===== src/rtl/scan_tap_pkg.sv =====
package scan_tap_pkg;

   localparam int unsigned OPC_W = 3;

   typedef enum logic [3:0] {
      ST_RESET,
      ST_IDLE,
      ST_DR_SEL,
      ST_DR_CAP,
      ST_DR_SHIFT,
      ST_DR_EXIT1,
      ST_DR_PAUSE,
      ST_DR_EXIT2,
      ST_DR_UPD,
      ST_IR_SEL,
      ST_IR_CAP,
      ST_IR_SHIFT,
      ST_IR_EXIT1,
      ST_IR_PAUSE,
      ST_IR_EXIT2,
      ST_IR_UPD
   } tap_state_e;

   typedef enum logic [1:0] {
      PATH_BYPASS,
      PATH_IDENT,
      PATH_BOUNDARY
   } dr_path_e;

   localparam logic [OPC_W-1:0] OPC_BYPASS     = 3'b111;
   localparam logic [OPC_W-1:0] OPC_IDENT      = 3'b001;
   localparam logic [OPC_W-1:0] OPC_SAMPLE     = 3'b010;
   localparam logic [OPC_W-1:0] IR_CAPTURE_PAT = 3'b001;

   // Unused opcodes fall back to the one-bit path
   function automatic dr_path_e decode_opcode(input logic [OPC_W-1:0] op);
      dr_path_e p;
      case (op)
         OPC_IDENT:  p = PATH_IDENT;
         OPC_SAMPLE: p = PATH_BOUNDARY;
         default:    p = PATH_BYPASS;
      endcase
      return p;
   endfunction

endpackage


===== src/rtl/scan_tap_fsm.sv =====
module scan_tap_fsm
   import scan_tap_pkg::*;
(
   input  logic       tck,
   input  logic       por_n,
   input  logic       tms,
   output tap_state_e state
);

   tap_state_e state_q, state_d;

   always_comb begin
      state_d = state_q;
      case (state_q)
         ST_RESET:    state_d = tms ? ST_RESET    : ST_IDLE;
         ST_IDLE:     state_d = tms ? ST_DR_SEL   : ST_IDLE;
         ST_DR_SEL:   state_d = tms ? ST_IR_SEL   : ST_DR_CAP;
         ST_DR_CAP:   state_d = tms ? ST_DR_EXIT1 : ST_DR_SHIFT;
         ST_DR_SHIFT: state_d = tms ? ST_DR_EXIT1 : ST_DR_SHIFT;
         ST_DR_EXIT1: state_d = tms ? ST_DR_UPD   : ST_DR_PAUSE;
         ST_DR_PAUSE: state_d = tms ? ST_DR_EXIT2 : ST_DR_PAUSE;
         ST_DR_EXIT2: state_d = tms ? ST_DR_UPD   : ST_DR_SHIFT;
         ST_DR_UPD:   state_d = tms ? ST_DR_SEL   : ST_IDLE;
         ST_IR_SEL:   state_d = tms ? ST_RESET    : ST_IR_CAP;
         ST_IR_CAP:   state_d = tms ? ST_IR_EXIT1 : ST_IR_SHIFT;
         ST_IR_SHIFT: state_d = tms ? ST_IR_EXIT1 : ST_IR_SHIFT;
         ST_IR_EXIT1: state_d = tms ? ST_IR_UPD   : ST_IR_PAUSE;
         ST_IR_PAUSE: state_d = tms ? ST_IR_EXIT2 : ST_IR_PAUSE;
         ST_IR_EXIT2: state_d = tms ? ST_IR_UPD   : ST_IR_SHIFT;
         ST_IR_UPD:   state_d = tms ? ST_DR_SEL   : ST_IDLE;
         default:     state_d = ST_RESET;
      endcase
   end

   always_ff @(posedge tck or negedge por_n) begin
      if (!por_n) state_q <= ST_RESET;
      else        state_q <= state_d;
   end

   assign state = state_q;

   // Run length of consecutive high mode samples, saturating; checker only
   logic [2:0] hi_run;
   always_ff @(posedge tck or negedge por_n) begin
      if (!por_n)              hi_run <= 3'd0;
      else if (!tms)           hi_run <= 3'd0;
      else if (hi_run != 3'd7) hi_run <= hi_run + 3'd1;
   end

   a_r3_five_high_resets: assert property (@(posedge tck) disable iff (!por_n)
      (hi_run >= 3'd5) |-> (state_q == ST_RESET));

   a_r2_reset_exits_low: assert property (@(posedge tck) disable iff (!por_n)
      (state_q == ST_RESET && !tms) |=> (state_q == ST_IDLE));

endmodule


===== src/rtl/scan_tap_ir.sv =====
module scan_tap_ir
   import scan_tap_pkg::*;
(
   input  logic             tck,
   input  logic             por_n,
   input  tap_state_e       state,
   input  logic             tdi,
   output logic [OPC_W-1:0] opcode,
   output logic             ir_lsb
);

   logic [OPC_W-1:0] sr_q;
   logic [OPC_W-1:0] ir_q;

   always_ff @(posedge tck or negedge por_n) begin
      if (!por_n) begin
         sr_q <= IR_CAPTURE_PAT;
      end else begin
         case (state)
            ST_IR_CAP:   sr_q <= IR_CAPTURE_PAT;
            ST_IR_SHIFT: sr_q <= {tdi, sr_q[OPC_W-1:1]};
            default:     sr_q <= sr_q;
         endcase
      end
   end

   always_ff @(posedge tck or negedge por_n) begin
      if (!por_n)                  ir_q <= OPC_IDENT;
      else if (state == ST_RESET)  ir_q <= OPC_IDENT;
      else if (state == ST_IR_UPD) ir_q <= sr_q;
   end

   assign opcode = ir_q;
   assign ir_lsb = sr_q[0];

   a_r4_capture_pattern: assert property (@(posedge tck) disable iff (!por_n)
      (state == ST_IR_CAP) |=> (sr_q == 3'b001));

   a_r4_ir_holds: assert property (@(posedge tck) disable iff (!por_n)
      (state != ST_IR_UPD && state != ST_RESET) |=> $stable(ir_q));

   a_r4_reset_preload: assert property (@(posedge tck) disable iff (!por_n)
      (state == ST_RESET) |=> (ir_q == 3'b001));

endmodule


===== src/rtl/scan_tap_dr.sv =====
module scan_tap_dr
   import scan_tap_pkg::*;
#(
   parameter int unsigned NUM_PINS     = 8,
   parameter int unsigned NUM_PAD      = 2,
   parameter logic [31:0] IDCODE_VALUE = 32'h2B7C_90A5
) (
   input  logic                tck,
   input  logic                por_n,
   input  tap_state_e          state,
   input  logic [OPC_W-1:0]    opcode,
   input  logic                tdi,
   input  logic [NUM_PINS-1:0] pin_levels,
   output logic                dr_lsb
);

   localparam int unsigned CHAIN_LEN = NUM_PINS + NUM_PAD;
   localparam int unsigned ID_W      = 32;

   dr_path_e path;
   assign path = decode_opcode(opcode);

   logic                  byp_q;
   logic [ID_W-1:0]       id_q;
   logic [CHAIN_LEN-1:0]  chain_q;
   logic [CHAIN_LEN-1:0]  cap_vec;

   // Per-cell capture source: pin level for real cells, constant one for fillers
   for (genvar i = 0; i < CHAIN_LEN; i++) begin : g_cell
      if (i < NUM_PINS) begin : g_pin
         assign cap_vec[i] = pin_levels[i];
      end else begin : g_fill
         assign cap_vec[i] = 1'b1;
      end
   end

   logic cap_en, shf_en;
   assign cap_en = (state == ST_DR_CAP);
   assign shf_en = (state == ST_DR_SHIFT);

   always_ff @(posedge tck or negedge por_n) begin
      if (!por_n) begin
         byp_q <= 1'b0;
      end else if (path == PATH_BYPASS) begin
         if (cap_en)      byp_q <= 1'b0;
         else if (shf_en) byp_q <= tdi;
      end
   end

   always_ff @(posedge tck or negedge por_n) begin
      if (!por_n) begin
         id_q <= '0;
      end else if (path == PATH_IDENT) begin
         if (cap_en)      id_q <= IDCODE_VALUE;
         else if (shf_en) id_q <= {tdi, id_q[ID_W-1:1]};
      end
   end

   generate
      if (CHAIN_LEN > 1) begin : g_long_chain
         always_ff @(posedge tck or negedge por_n) begin
            if (!por_n) begin
               chain_q <= '0;
            end else if (path == PATH_BOUNDARY) begin
               if (cap_en)      chain_q <= cap_vec;
               else if (shf_en) chain_q <= {tdi, chain_q[CHAIN_LEN-1:1]};
            end
         end
      end else begin : g_one_cell
         always_ff @(posedge tck or negedge por_n) begin
            if (!por_n) begin
               chain_q <= '0;
            end else if (path == PATH_BOUNDARY) begin
               if (cap_en)      chain_q <= cap_vec;
               else if (shf_en) chain_q <= tdi;
            end
         end
      end
   endgenerate

   always_comb begin
      case (path)
         PATH_IDENT:    dr_lsb = id_q[0];
         PATH_BOUNDARY: dr_lsb = chain_q[0];
         default:       dr_lsb = byp_q;
      endcase
   end

   a_r6_bypass_delay: assert property (@(posedge tck) disable iff (!por_n)
      (shf_en && path == PATH_BYPASS) |=> (byp_q == $past(tdi)));

   a_r6_bypass_capture: assert property (@(posedge tck) disable iff (!por_n)
      (cap_en && path == PATH_BYPASS) |=> (byp_q == 1'b0));

   a_r7_ident_capture: assert property (@(posedge tck) disable iff (!por_n)
      (cap_en && path == PATH_IDENT) |=> (id_q == IDCODE_VALUE));

   a_r8_pins_capture: assert property (@(posedge tck) disable iff (!por_n)
      (cap_en && path == PATH_BOUNDARY) |=> (chain_q[NUM_PINS-1:0] == $past(pin_levels)));

   if (NUM_PAD > 0) begin : g_fill_chk
      a_r8_filler_ones: assert property (@(posedge tck) disable iff (!por_n)
         (cap_en && path == PATH_BOUNDARY) |=> (&chain_q[CHAIN_LEN-1:NUM_PINS]));
   end

endmodule


===== src/rtl/scan_tap.sv =====
module scan_tap
   import scan_tap_pkg::*;
#(
   parameter int unsigned NUM_PINS     = 8,
   parameter int unsigned NUM_PAD      = 2,
   parameter logic [31:0] IDCODE_VALUE = 32'h2B7C_90A5
) (
   input  logic                tck,
   input  logic                por_n,
   input  logic                tms,
   input  logic                tdi,
   input  logic [NUM_PINS-1:0] pin_levels,
   output logic                tdo,
   output logic                tdo_en
);

   if (NUM_PINS < 1) begin : g_bad_pins
      $error("scan_tap: NUM_PINS must be at least 1");
   end
   if (IDCODE_VALUE[0] != 1'b1) begin : g_bad_id
      $error("scan_tap: IDCODE_VALUE bit 0 must be 1");
   end

   tap_state_e       state;
   logic [OPC_W-1:0] opcode;
   logic             ir_lsb;
   logic             dr_lsb;

   scan_tap_fsm u_fsm (
      .tck   (tck),
      .por_n (por_n),
      .tms   (tms),
      .state (state)
   );

   scan_tap_ir u_ir (
      .tck    (tck),
      .por_n  (por_n),
      .state  (state),
      .tdi    (tdi),
      .opcode (opcode),
      .ir_lsb (ir_lsb)
   );

   scan_tap_dr #(
      .NUM_PINS     (NUM_PINS),
      .NUM_PAD      (NUM_PAD),
      .IDCODE_VALUE (IDCODE_VALUE)
   ) u_dr (
      .tck        (tck),
      .por_n      (por_n),
      .state      (state),
      .opcode     (opcode),
      .tdi        (tdi),
      .pin_levels (pin_levels),
      .dr_lsb     (dr_lsb)
   );

   logic shifting, serial_bit;
   assign shifting   = (state == ST_IR_SHIFT) || (state == ST_DR_SHIFT);
   assign serial_bit = (state == ST_IR_SHIFT) ? ir_lsb : dr_lsb;

   // Output stage retimed to the falling edge
   always_ff @(negedge tck or negedge por_n) begin
      if (!por_n) begin
         tdo    <= 1'b0;
         tdo_en <= 1'b0;
      end else begin
         tdo    <= shifting ? serial_bit : 1'b0;
         tdo_en <= shifting;
      end
   end

   a_r9_enable_in_shift: assert property (@(posedge tck) disable iff (!por_n)
      tdo_en |-> (state == ST_IR_SHIFT || state == ST_DR_SHIFT));

   a_r9_quiet_when_off: assert property (@(posedge tck) disable iff (!por_n)
      !tdo_en |-> !tdo);

endmodule


===== config.mk =====
export PLATFORM = sky130hd
export DESIGN_NAME = scan_tap
export DESIGN_NICKNAME = d
export VERILOG_FILES = /design/src/rtl/scan_tap_pkg.sv /design/src/rtl/scan_tap_fsm.sv /design/src/rtl/scan_tap_ir.sv /design/src/rtl/scan_tap_dr.sv /design/src/rtl/scan_tap.sv
export SDC_FILE = /design/constraint.sdc
export NUM_CORES = 1
export LEC_CHECK = 0
export BUFFER_PORTS_ARGS = -buffer_cell sky130_fd_sc_hd__clkbuf_2
export CAP_MARGIN = 20
export CORE_MARGIN = 8
export CORE_UTILIZATION = 35
export DETAILED_ROUTE_END_ITERATION = 8
export GPL_TIMING_DRIVEN = 0
export SYNTH_ARGS = -nofsm -noshare
export SYNTH_HDL_FRONTEND = slang
export SYNTH_SLANG_ARGS = --single-unit

===== constraint.sdc =====
create_clock -name tck -period 4.2 [get_ports tck]
set_input_delay 0.63 -clock tck [delete_from_list [all_inputs] [get_ports tck]]
set_output_delay 0.63 -clock tck [all_outputs]
set_load 0.01 [all_outputs]

==> impl_metrics.yaml, run 1 <==
global_route:
  grt_pass1_wl_mm: 8.26
  antenna_found_initial: 0
  grt_start_max_net_pins: 56
  grt_pass1_vias: 1771
  grt-ovfl-total: 0
  grt_usage: 0.0905
placement:
  gp_congestion: 0.846
  numPortBuffers: 13
  place_inst: 368
  dpl.hpwl_mm: 3.23
critical_path:
  crit_path_start_kind: "flop"
  endpoint_kind: "flop"
  crit_required_ns: 2.26
  critPathArrivalTime_ns: 1.96
  crit_type: "reg2reg"
  cp_max_fo: 4
cells_and_area:
  fillCellCount: 794
  postLayoutCoreUtil: 0.389
  fin_nets: 285
  stdcell_count: 376
  antennaDiodeCount: 0
  drive_gt1_frac: 0.229
  seq_area_um2: 1380
  layout_common_cells: "dfrtp_1, nor2_1, inv_1, mux2i_1, mux2_4"
  areaGrowthSynthToFinish_pct: 10.3
  multiInputGateArea_um2: 1220
  final_common_cell: "dfrtp_1"
drt:
  m1WireLength_mm: 2.30
  met3_length_um: 147
  top_layer_used: "met4"
  wl_met2_mm: 2.24
  vias: 1755
  drt_wl_total_mm: 4.75
  drt_pre_antenna_iters: 4
  routed_via_density: 4.67
  post_drt_wl_per_cell_um: 12.6
  drc_errors: 0
  drtIter0Drc: 62
  detail-route-antenna-nets: 0
logic_synthesis:
  yosysUniqueCellTypes: 47
  synth_area_leaders: "dfrtp_1, mux2_4, mux2i_1"
  yosys_warnings: 0
  synth_edf_count: 0
  synth.net_count: 265
  synth_area_leader_cell: "dfrtp_1"
  netlist_area_um2: 2840
  syn-instance-count: 250
  ys_seq_elements: 55
  synth-main-ff-cell: "dfrtp_1"
  avgSynthCellArea_um2: 11.4
  synth_async_sr_flop_share: 1.00
  synth_top_area_frac: 0.450
  yosysSeqAreaShare: 0.486
timing:
  rsz0062_at_grt: "false"
  setup_violations: 0
  finalHoldViolCount: 0
  slew-limit-headroom: 0.501
  slew_violations: 0
  tightest_slew_ns: 0.748
  finalClockSkew_ns: 0.0141
  whs_ns: 0.388
  finalSetupTns_ns: 0
clock_network:
  cts_buffer_depth: 2
  ctsRootBufferMaster: "clkbuf_8"
  numCtsBuffers: 5
  ctsResizeCount: 0
  cts_tree: "yes"
  clock_latency_ns: 0.32
  path_clk_slew_ns: 0.11
  cts_hold_buf: 0
  cts_setup_buffers: 0
  cts_max_level: 2
  cts.sinks: 55
floorplanning:
  start_util: 0.353
  fp-row-count: 33
  die_y_um: 106
  die_w_um: 106
  core_um2: 8050
  pin_count: 14
  dieArea_um2: 11200
run_status:
  status: "complete, no violations"
job:
  drv_cap: 0
pwr:
  power.density_nw_per_um2: 688
  leakagePower_nw: 1.48
  ir_drop_mv: 0.340
worst_hold_path:
  worstHoldPathType: "in2async"
[per-layer routing]
layer | GRT usage | up-vias
met1 | 0.115 | 854
met3 | 0.0296 | 7
li1 | - | 877
met2 | 0.142 | 17
met5 | 0 | -
met4 | 0.0302 | 0
[metrics by stage]
step	total power, W	worst slack [ns]	instance area [um2]
floorplan	0.00168	0.492	2840
global placement	0.00185	0.290	3040
detailed placement	0.00187	0.302	3040
CTS	0.00219	0.272	3130
global route	0.00233	0.144	3130
finish	0.00216	0.296	3130
[report_power, final]
group / switching, W / internal (W)
sequential: 0.0000926 / 0.000711
clock: 0.000183 / 0.000122
combinational: 0.000504 / 0.000542
[path summary, 6_finish.rpt]
kind,start,end,slack [ns],cells past startpoint
max in group asynchronous,por_n,tdo_en$_DFF_NN0_,1.30,1
worst min register to register,u_dr.chain_q[2]$_DFFE_PN0P_,u_dr.chain_q[2]$_DFFE_PN0P_,0.49,1
worst min-delay path,por_n,u_dr.id_q[10]$_DFFE_PN0P_,0.39,1
worst max-delay path,u_ir.opcode[0]$_DFFE_PN1P_,tdo$_DFF_NN0_,0.30,6
min in group tck,u_dr.chain_q[2]$_DFFE_PN0P_,u_dr.chain_q[2]$_DFFE_PN0P_,0.49,1
worst max register to register,u_ir.opcode[0]$_DFFE_PN1P_,tdo$_DFF_NN0_,0.30,6
[flip-flops by register name, summed over array words and instances, names as in the netlist]
signal	flops
tdo	1
tdo_en	1
u_ir.opcode	3
u_fsm.state	4
u_dr.chain_q	10
u_dr.byp_q	1
u_ir.sr_q	3
u_dr.id_q	32
[layout make-up]
| type | count | share of cell area |
|---|---|---|
| well taps | 105 | 0.0419 |
| clock inverters | 3 | 0.00799 |
| repair buffers | 13 | 0.0216 |
| clock buffers | 5 | 0.0220 |
| flip-flops and latches | 55 | 0.440 |
| multi-input cells | 153 | 0.390 |
| inverters | 23 | 0.0276 |
| plain buffers | 19 | 0.0487 |
[cells in the mapped netlist (3+ instances only)]
library cell / n
ha_1: 3
buf_2: 6
o211ai_1: 4
nor3b_1: 3
nor2_1: 32
buf_6: 3
clkbuf_1: 4
nand2_1: 8
nor3_1: 4
mux2_4: 15
nor2b_1: 10
dfrtp_1: 51
o21ai_0: 5
mux2_1: 12
mux2_2: 6
inv_1: 23
a21oi_1: 5
mux2i_1: 17
[critical path, cell delays in order, from the launching register on]
cell and delay, ns:
dfstp_2 0.56, nor3b_1 0.28, inv_1 0.12, ha_1 0.22, a22oi_1 0.19, o21ai_0 0.11
a22o_1 0.18
[cells by family (layout without fill, tap and decap cells)]
logic type / after synthesis / count (layout) / synth area share
flip-flops: 55 / 55 / 0.486
multiplexers: 50 / 50 / 0.211
XOR/XNOR: 1 / 1 / 0.00309
AND/OR/NAND/NOR: 70 / 70 / 0.134
AO/OA/AOI/OAI: 29 / 29 / 0.0692
buffers and inverters: 42 / 63 / 0.0842
adder cells (fa/ha/maj): 3 / 3 / 0.0132
(Power assumes the default switching activity.)
==> inputs of run 2 (changes only) <==
--- a/config.mk
+++ b/config.mk
@@ -8,9 +8,10 @@
 export BUFFER_PORTS_ARGS = -buffer_cell sky130_fd_sc_hd__clkbuf_2
 export CAP_MARGIN = 20
 export CORE_MARGIN = 8
-export CORE_UTILIZATION = 35
+export CORE_UTILIZATION = 60
 export DETAILED_ROUTE_END_ITERATION = 8
 export GPL_TIMING_DRIVEN = 0
+export PLACE_DENSITY = 0.78
 export SYNTH_ARGS = -nofsm -noshare
 export SYNTH_HDL_FRONTEND = slang
 export SYNTH_SLANG_ARGS = --single-unit
==> run 2 against run 1 <==
Effect of this change:
- count of clock-buffer cells in the layout is 1 higher
- sequential power is essentially flat
- power is 0.17% lower
- register-to-register slack worse by 0.08 ns
==> impl_metrics.yaml, run 2 (synthesis gave the netlist of run 1 again) <==
clock_network:
  cts_max_level: 2
  numCtsBuffers: 5
  ctsRootBufferMaster: "clkbuf_8"
  cts_setup_buffers: 0
  cts_hold_buf: 0
  clock_latency_ns: 0.31
  cts_buffer_depth: 2
  cts_tree: "yes"
  path_clk_slew_ns: 0.10
  cts.sinks: 55
  ctsResizeCount: 0
floorplanning:
  start_util: 0.613
  die_y_um: 84.8
  die_w_um: 84.8
  dieArea_um2: 7190
  pin_count: 14
  fp-row-count: 25
  core_um2: 4630
drt:
  detail-route-antenna-nets: 0
  drtIter0Drc: 55
  drc_errors: 0
  vias: 1739
  routed_via_density: 5.33
  drt_pre_antenna_iters: 4
  post_drt_wl_per_cell_um: 14.7
  drt_wl_total_mm: 4.78
placement:
  place_ws_ns: 0.267
  dpl.hpwl_mm: 3.43
  gp_congestion: 0.823
  numPortBuffers: 13
pwr:
  switching_share: 0.355
  ir_drop_mv: 0.382
  combPwrFrac: 0.490
  p_clk_frac: 0.135
  pwr-share-seq: 0.375
  leakagePower_nw: 1.51
  power.density_nw_per_um2: 691
  intPower_w: 0.00139
  netSwitchingPower_w: 0.000763
timing:
  tightest_slew_ns: 0.400
  worst_slack_ns: 0.212
  slew-limit-headroom: 0.734
  slew_violations: 0
  rsz0062_at_grt: "false"
  finalHoldViolCount: 0
  finalSetupTns_ns: 0
  setup_violations: 0
  finalClockSkew_ns: 0.0140
critical_path:
  crit_type: "reg2reg"
  worst-r2r-setup-slack_ns: 0.21
  crit_required_ns: 2.25
  critPathArrivalTime_ns: 2.04
  cp_max_fo: 4
  crit_path_start_kind: "flop"
  endpoint_kind: "flop"
cells_and_area:
  areaGrowthSynthToFinish_pct: 9.70
  layout_common_cells: "dfrtp_1, nor2_1, inv_1, mux2i_1, mux2_4"
  multiInputGateArea_um2: 1220
  seq_area_um2: 1380
  fillCellCount: 390
  antennaDiodeCount: 0
  final_common_cell: "dfrtp_1"
  fin_nets: 287
  drive_gt1_frac: 0.232
  regMostFlops: "u_dr.id_q"
  largest_register_ffs: 32
global_route:
  grt_start_max_net_pins: 24
  antenna_found_initial: 0
  grt_usage: 0.145
  grt_pass1_wl_mm: 8.34
  grt_pass1_vias: 1814
  grt-ovfl-total: 0
run_status:
  status: "complete, no violations"
job:
  drv_cap: 0
worst_hold_path:
  worstHoldPathType: "in2async"
==> run 2: layer usage <==
metal  track usage  vias to the layer above  share of wire
met2         0.241                       19           0.48
met1         0.177                      838           0.49
met5             0                        -              0
li1              -                      876              -
met4        0.0583                        0          0.015
met3        0.0322                        6          0.022
==> run 2: worst max-delay path, cell delays in order (launching register included) <==
cell and delay (ns):
dfstp_2 0.57, nor3b_1 0.30, inv_1 0.12, ha_1 0.25, a22oi_1 0.20, o21ai_0 0.12
a22o_1 0.19
==> run 2: final timing paths <==
| kind | from | cells past startpoint | endpoint |
|---|---|---|---|
| hold / removal | por_n | 1 | u_dr.id_q[8]$_DFFE_PN0P_ |
| min in group tck | u_dr.chain_q[1]$_DFFE_PN0P_ | 1 | u_dr.chain_q[1]$_DFFE_PN0P_ |
| max in group asynchronous | por_n | 3 | tdo$_DFF_NN0_ |
| hold reg to reg | u_dr.chain_q[1]$_DFFE_PN0P_ | 1 | u_dr.chain_q[1]$_DFFE_PN0P_ |
| setup / recovery | u_ir.opcode[0]$_DFFE_PN1P_ | 6 | tdo$_DFF_NN0_ |
| setup reg to reg | u_ir.opcode[0]$_DFFE_PN1P_ | 6 | tdo$_DFF_NN0_ |
==> run 2: stage by stage <==
stage | utilization | area, um2 | hold WS, ns | total power, W | instances
after CTS | 0.673 | 3110 | 0.232 | 0.00217 | 326
after detailed placement | 0.654 | 3030 | 0.476 | 0.00188 | 319
after floorplan | - | 2840 | 0.334 | 0.00168 | 250
final | 0.673 | 3110 | 0.222 | 0.00215 | 326
after global placement | 0.642 | 2970 | 0.462 | 0.00184 | 317
after global routing | 0.673 | 3110 | 0.240 | 0.00231 | 326
==> run 2: cell type report <==
cell class	count	area share
inverter	23	0.0277
clock inverter	1	0.00161
clock buffer	6	0.0265
sequential	55	0.443
timing repair buffer	15	0.0386
tap	54	0.0217
multi-input combinational	153	0.392
buffer	19	0.0490
==> run 2: power groups by stage <==
stage	clock [W]	sequential [W]	combinational [W]
after global placement	0	0.000808	0.00103
after floorplan	0	0.000793	0.000884
final	0.000290	0.000807	0.00105
after detailed placement	0	0.000818	0.00106
after global routing	0.000316	0.000827	0.00117
after CTS	0.000296	0.000808	0.00106
==> inputs of run 3 (changes only) <==
--- a/config.mk
+++ b/config.mk
@@ -7,11 +7,13 @@
 export LEC_CHECK = 0
 export BUFFER_PORTS_ARGS = -buffer_cell sky130_fd_sc_hd__clkbuf_2
 export CAP_MARGIN = 20
+export CORE_ASPECT_RATIO = 0.5
 export CORE_MARGIN = 8
 export CORE_UTILIZATION = 60
 export DETAILED_ROUTE_END_ITERATION = 8
 export GPL_TIMING_DRIVEN = 0
 export PLACE_DENSITY = 0.78
+export SETUP_SLACK_MARGIN = 0.5
 export SYNTH_ARGS = -nofsm -noshare
 export SYNTH_HDL_FRONTEND = slang
 export SYNTH_SLANG_ARGS = --single-unit
==> run 3 against run 2 <==
Effect of this change:
- via count increased by 5.2%
- cell count increased by 2.1%
- register-to-register slack improved by 0.31 ns
- critical path depth unchanged
- count of clock-buffer cells in the layout decreased by 1
- highest routed layer unchanged
- largest cell class unchanged
- first-iteration DRC count increased by 25%
- die area increased by 1.9%
==> impl_metrics.yaml, run 3 (synthesis gave the netlist of run 1 again) <==
run_status:
  status: "complete, no violations"
placement:
  place_ws_ns: 0.439
  numPortBuffers: 13
  dpl.hpwl_mm: 3.38
  place_inst: 321
  place_area_um2: 3000
  gp_congestion: 0.868
timing:
  slew-limit-headroom: 0.580
  setup_violations: 0
  finalHoldViolCount: 0
  rsz0062_at_grt: "true"
  tightest_slew_ns: 0.631
  slew_violations: 0
  worst_slack_ns: 0.522
  finalClockSkew_ns: 0.0203
  finalSetupTns_ns: 0
cells_and_area:
  largest_register_ffs: 32
  layout_common_cells: "dfrtp_1, nor2_1, inv_1, mux2i_1, mux2_4"
  regMostFlops: "u_dr.id_q"
  antennaDiodeCount: 0
  drive_gt1_frac: 0.261
  final_common_cell: "dfrtp_1"
  areaGrowthSynthToFinish_pct: 11.1
  stdcell_count: 333
  fin_area_um2: 3150
  fin_nets: 290
floorplanning:
  die_y_um: 64.6
  core_um2: 4470
  fp-row-count: 17
  start_util: 0.636
  pin_count: 14
  die_w_um: 113
  dieArea_um2: 7320
critical_path:
  r2r_end: "tdo$_DFF_NN0_"
  crit_path_start_kind: "flop"
  endpoint_kind: "flop"
  cp_max_fo: 3
  crit_type: "reg2reg"
  worst-r2r-setup-slack_ns: 0.52
  crit_required_ns: 2.27
  r2r_start: "u_ir.opcode[0]$_DFFE_PN1P_"
  critPathLaunch: "u_ir.opcode[0]$_DFFE_PN1P_"
  ff2ff_path_depth: 6
  critPathArrivalTime_ns: 1.75
drt:
  post_drt_wl_per_cell_um: 14.5
  drt_pre_antenna_iters: 4
  drtIter0Drc: 69
  drt_wl_total_mm: 4.83
  drc_errors: 0
  vias: 1829
  routed_via_density: 5.49
  detail-route-antenna-nets: 0
global_route:
  grt_start_max_net_pins: 33
  grt_pass1_wl_mm: 8.36
  grt_pass1_vias: 1871
  grt_usage: 0.141
  grt-ovfl-total: 0
  antenna_found_initial: 0
clock_network:
  ctsRootBufferMaster: "clkbuf_8"
  cts_max_level: 2
  cts_hold_buf: 0
  numCtsBuffers: 5
  path_clk_slew_ns: 0.12
  clock_latency_ns: 0.33
  cts_buffer_depth: 2
  cts_tree: "yes"
  cts.sinks: 55
pwr:
  power.density_nw_per_um2: 713
  leakagePower_nw: 1.52
  ir_drop_mv: 0.363
worst_hold_path:
  worstHoldPathType: "in2async"
job:
  drv_cap: 0
-- run 3: worst max-delay path by stage --
stage | to | depth (start not counted) | slack [ns]
floorplan | tdo$_DFF_NN0_ | 6 | 0.57
global route | tdo$_DFF_NN0_ | 6 | 0.47
CTS | tdo$_DFF_NN0_ | 6 | 0.48
detailed placement | tdo$_DFF_NN0_ | 6 | 0.44
global placement | tdo_en$_DFF_NN0_ | 1 | 0.39
finish | tdo$_DFF_NN0_ | 6 | 0.52
-- run 3: repair_timing --
item | CTS | global route
pin swaps | 0 | 4
buffers inserted | 3 | 1
endpoints found under the setup margin | 2 | 1
gates resized for setup | 3 | 4
-- run 3: critical path: stages (launching register included) --
cell     delay (ns)
dfstp_2        0.56
nor3b_4        0.20
inv_2          0.07
ha_4           0.16
a22oi_2        0.17
o21ai_1        0.09
a22o_1         0.18
-- run 3: layout make-up --
cell class / instances / area (um2)
Clock inverter: 3 / 28.8
Tap cell: 57 / 71.3
Inverter: 23 / 86.3
Buffer: 19 / 154
Multi-Input combinational cell: 153 / 1250
Clock buffer: 5 / 68.8
Sequential cell: 55 / 1380
Timing Repair Buffer: 18 / 115
Fill cell: 332 / 1310
-- run 3: stage by stage --
step                      hold WS, ns   util  total power [W]
after floorplan                 0.334      -          0.00168
final                           0.294  0.706          0.00225
after global placement          0.463  0.667          0.00183
after detailed placement        0.468  0.672          0.00188
after global routing            0.328  0.706          0.00240
after CTS                       0.313  0.700          0.00224
-- run 3: power breakdown --
| group | total, W | internal [W] | leakage (nW) | switching [W] |
|---|---|---|---|---|
| Combinational | 0.00112 | 0.000590 | 0.756 | 0.000529 |
| Sequential | 0.000811 | 0.000711 | 0.715 | 0.0000994 |
| Clock | 0.000318 | 0.000126 | 0.0511 | 0.000192 |
-- run 3: layer usage --
metal  wire length (um)  vias up  GRT usage
met5                  0        -          0
met4                 68        0     0.0625
met3                195        6     0.0471
met2               2290       31      0.228
met1               2280      900      0.172
li1                   -      892          -
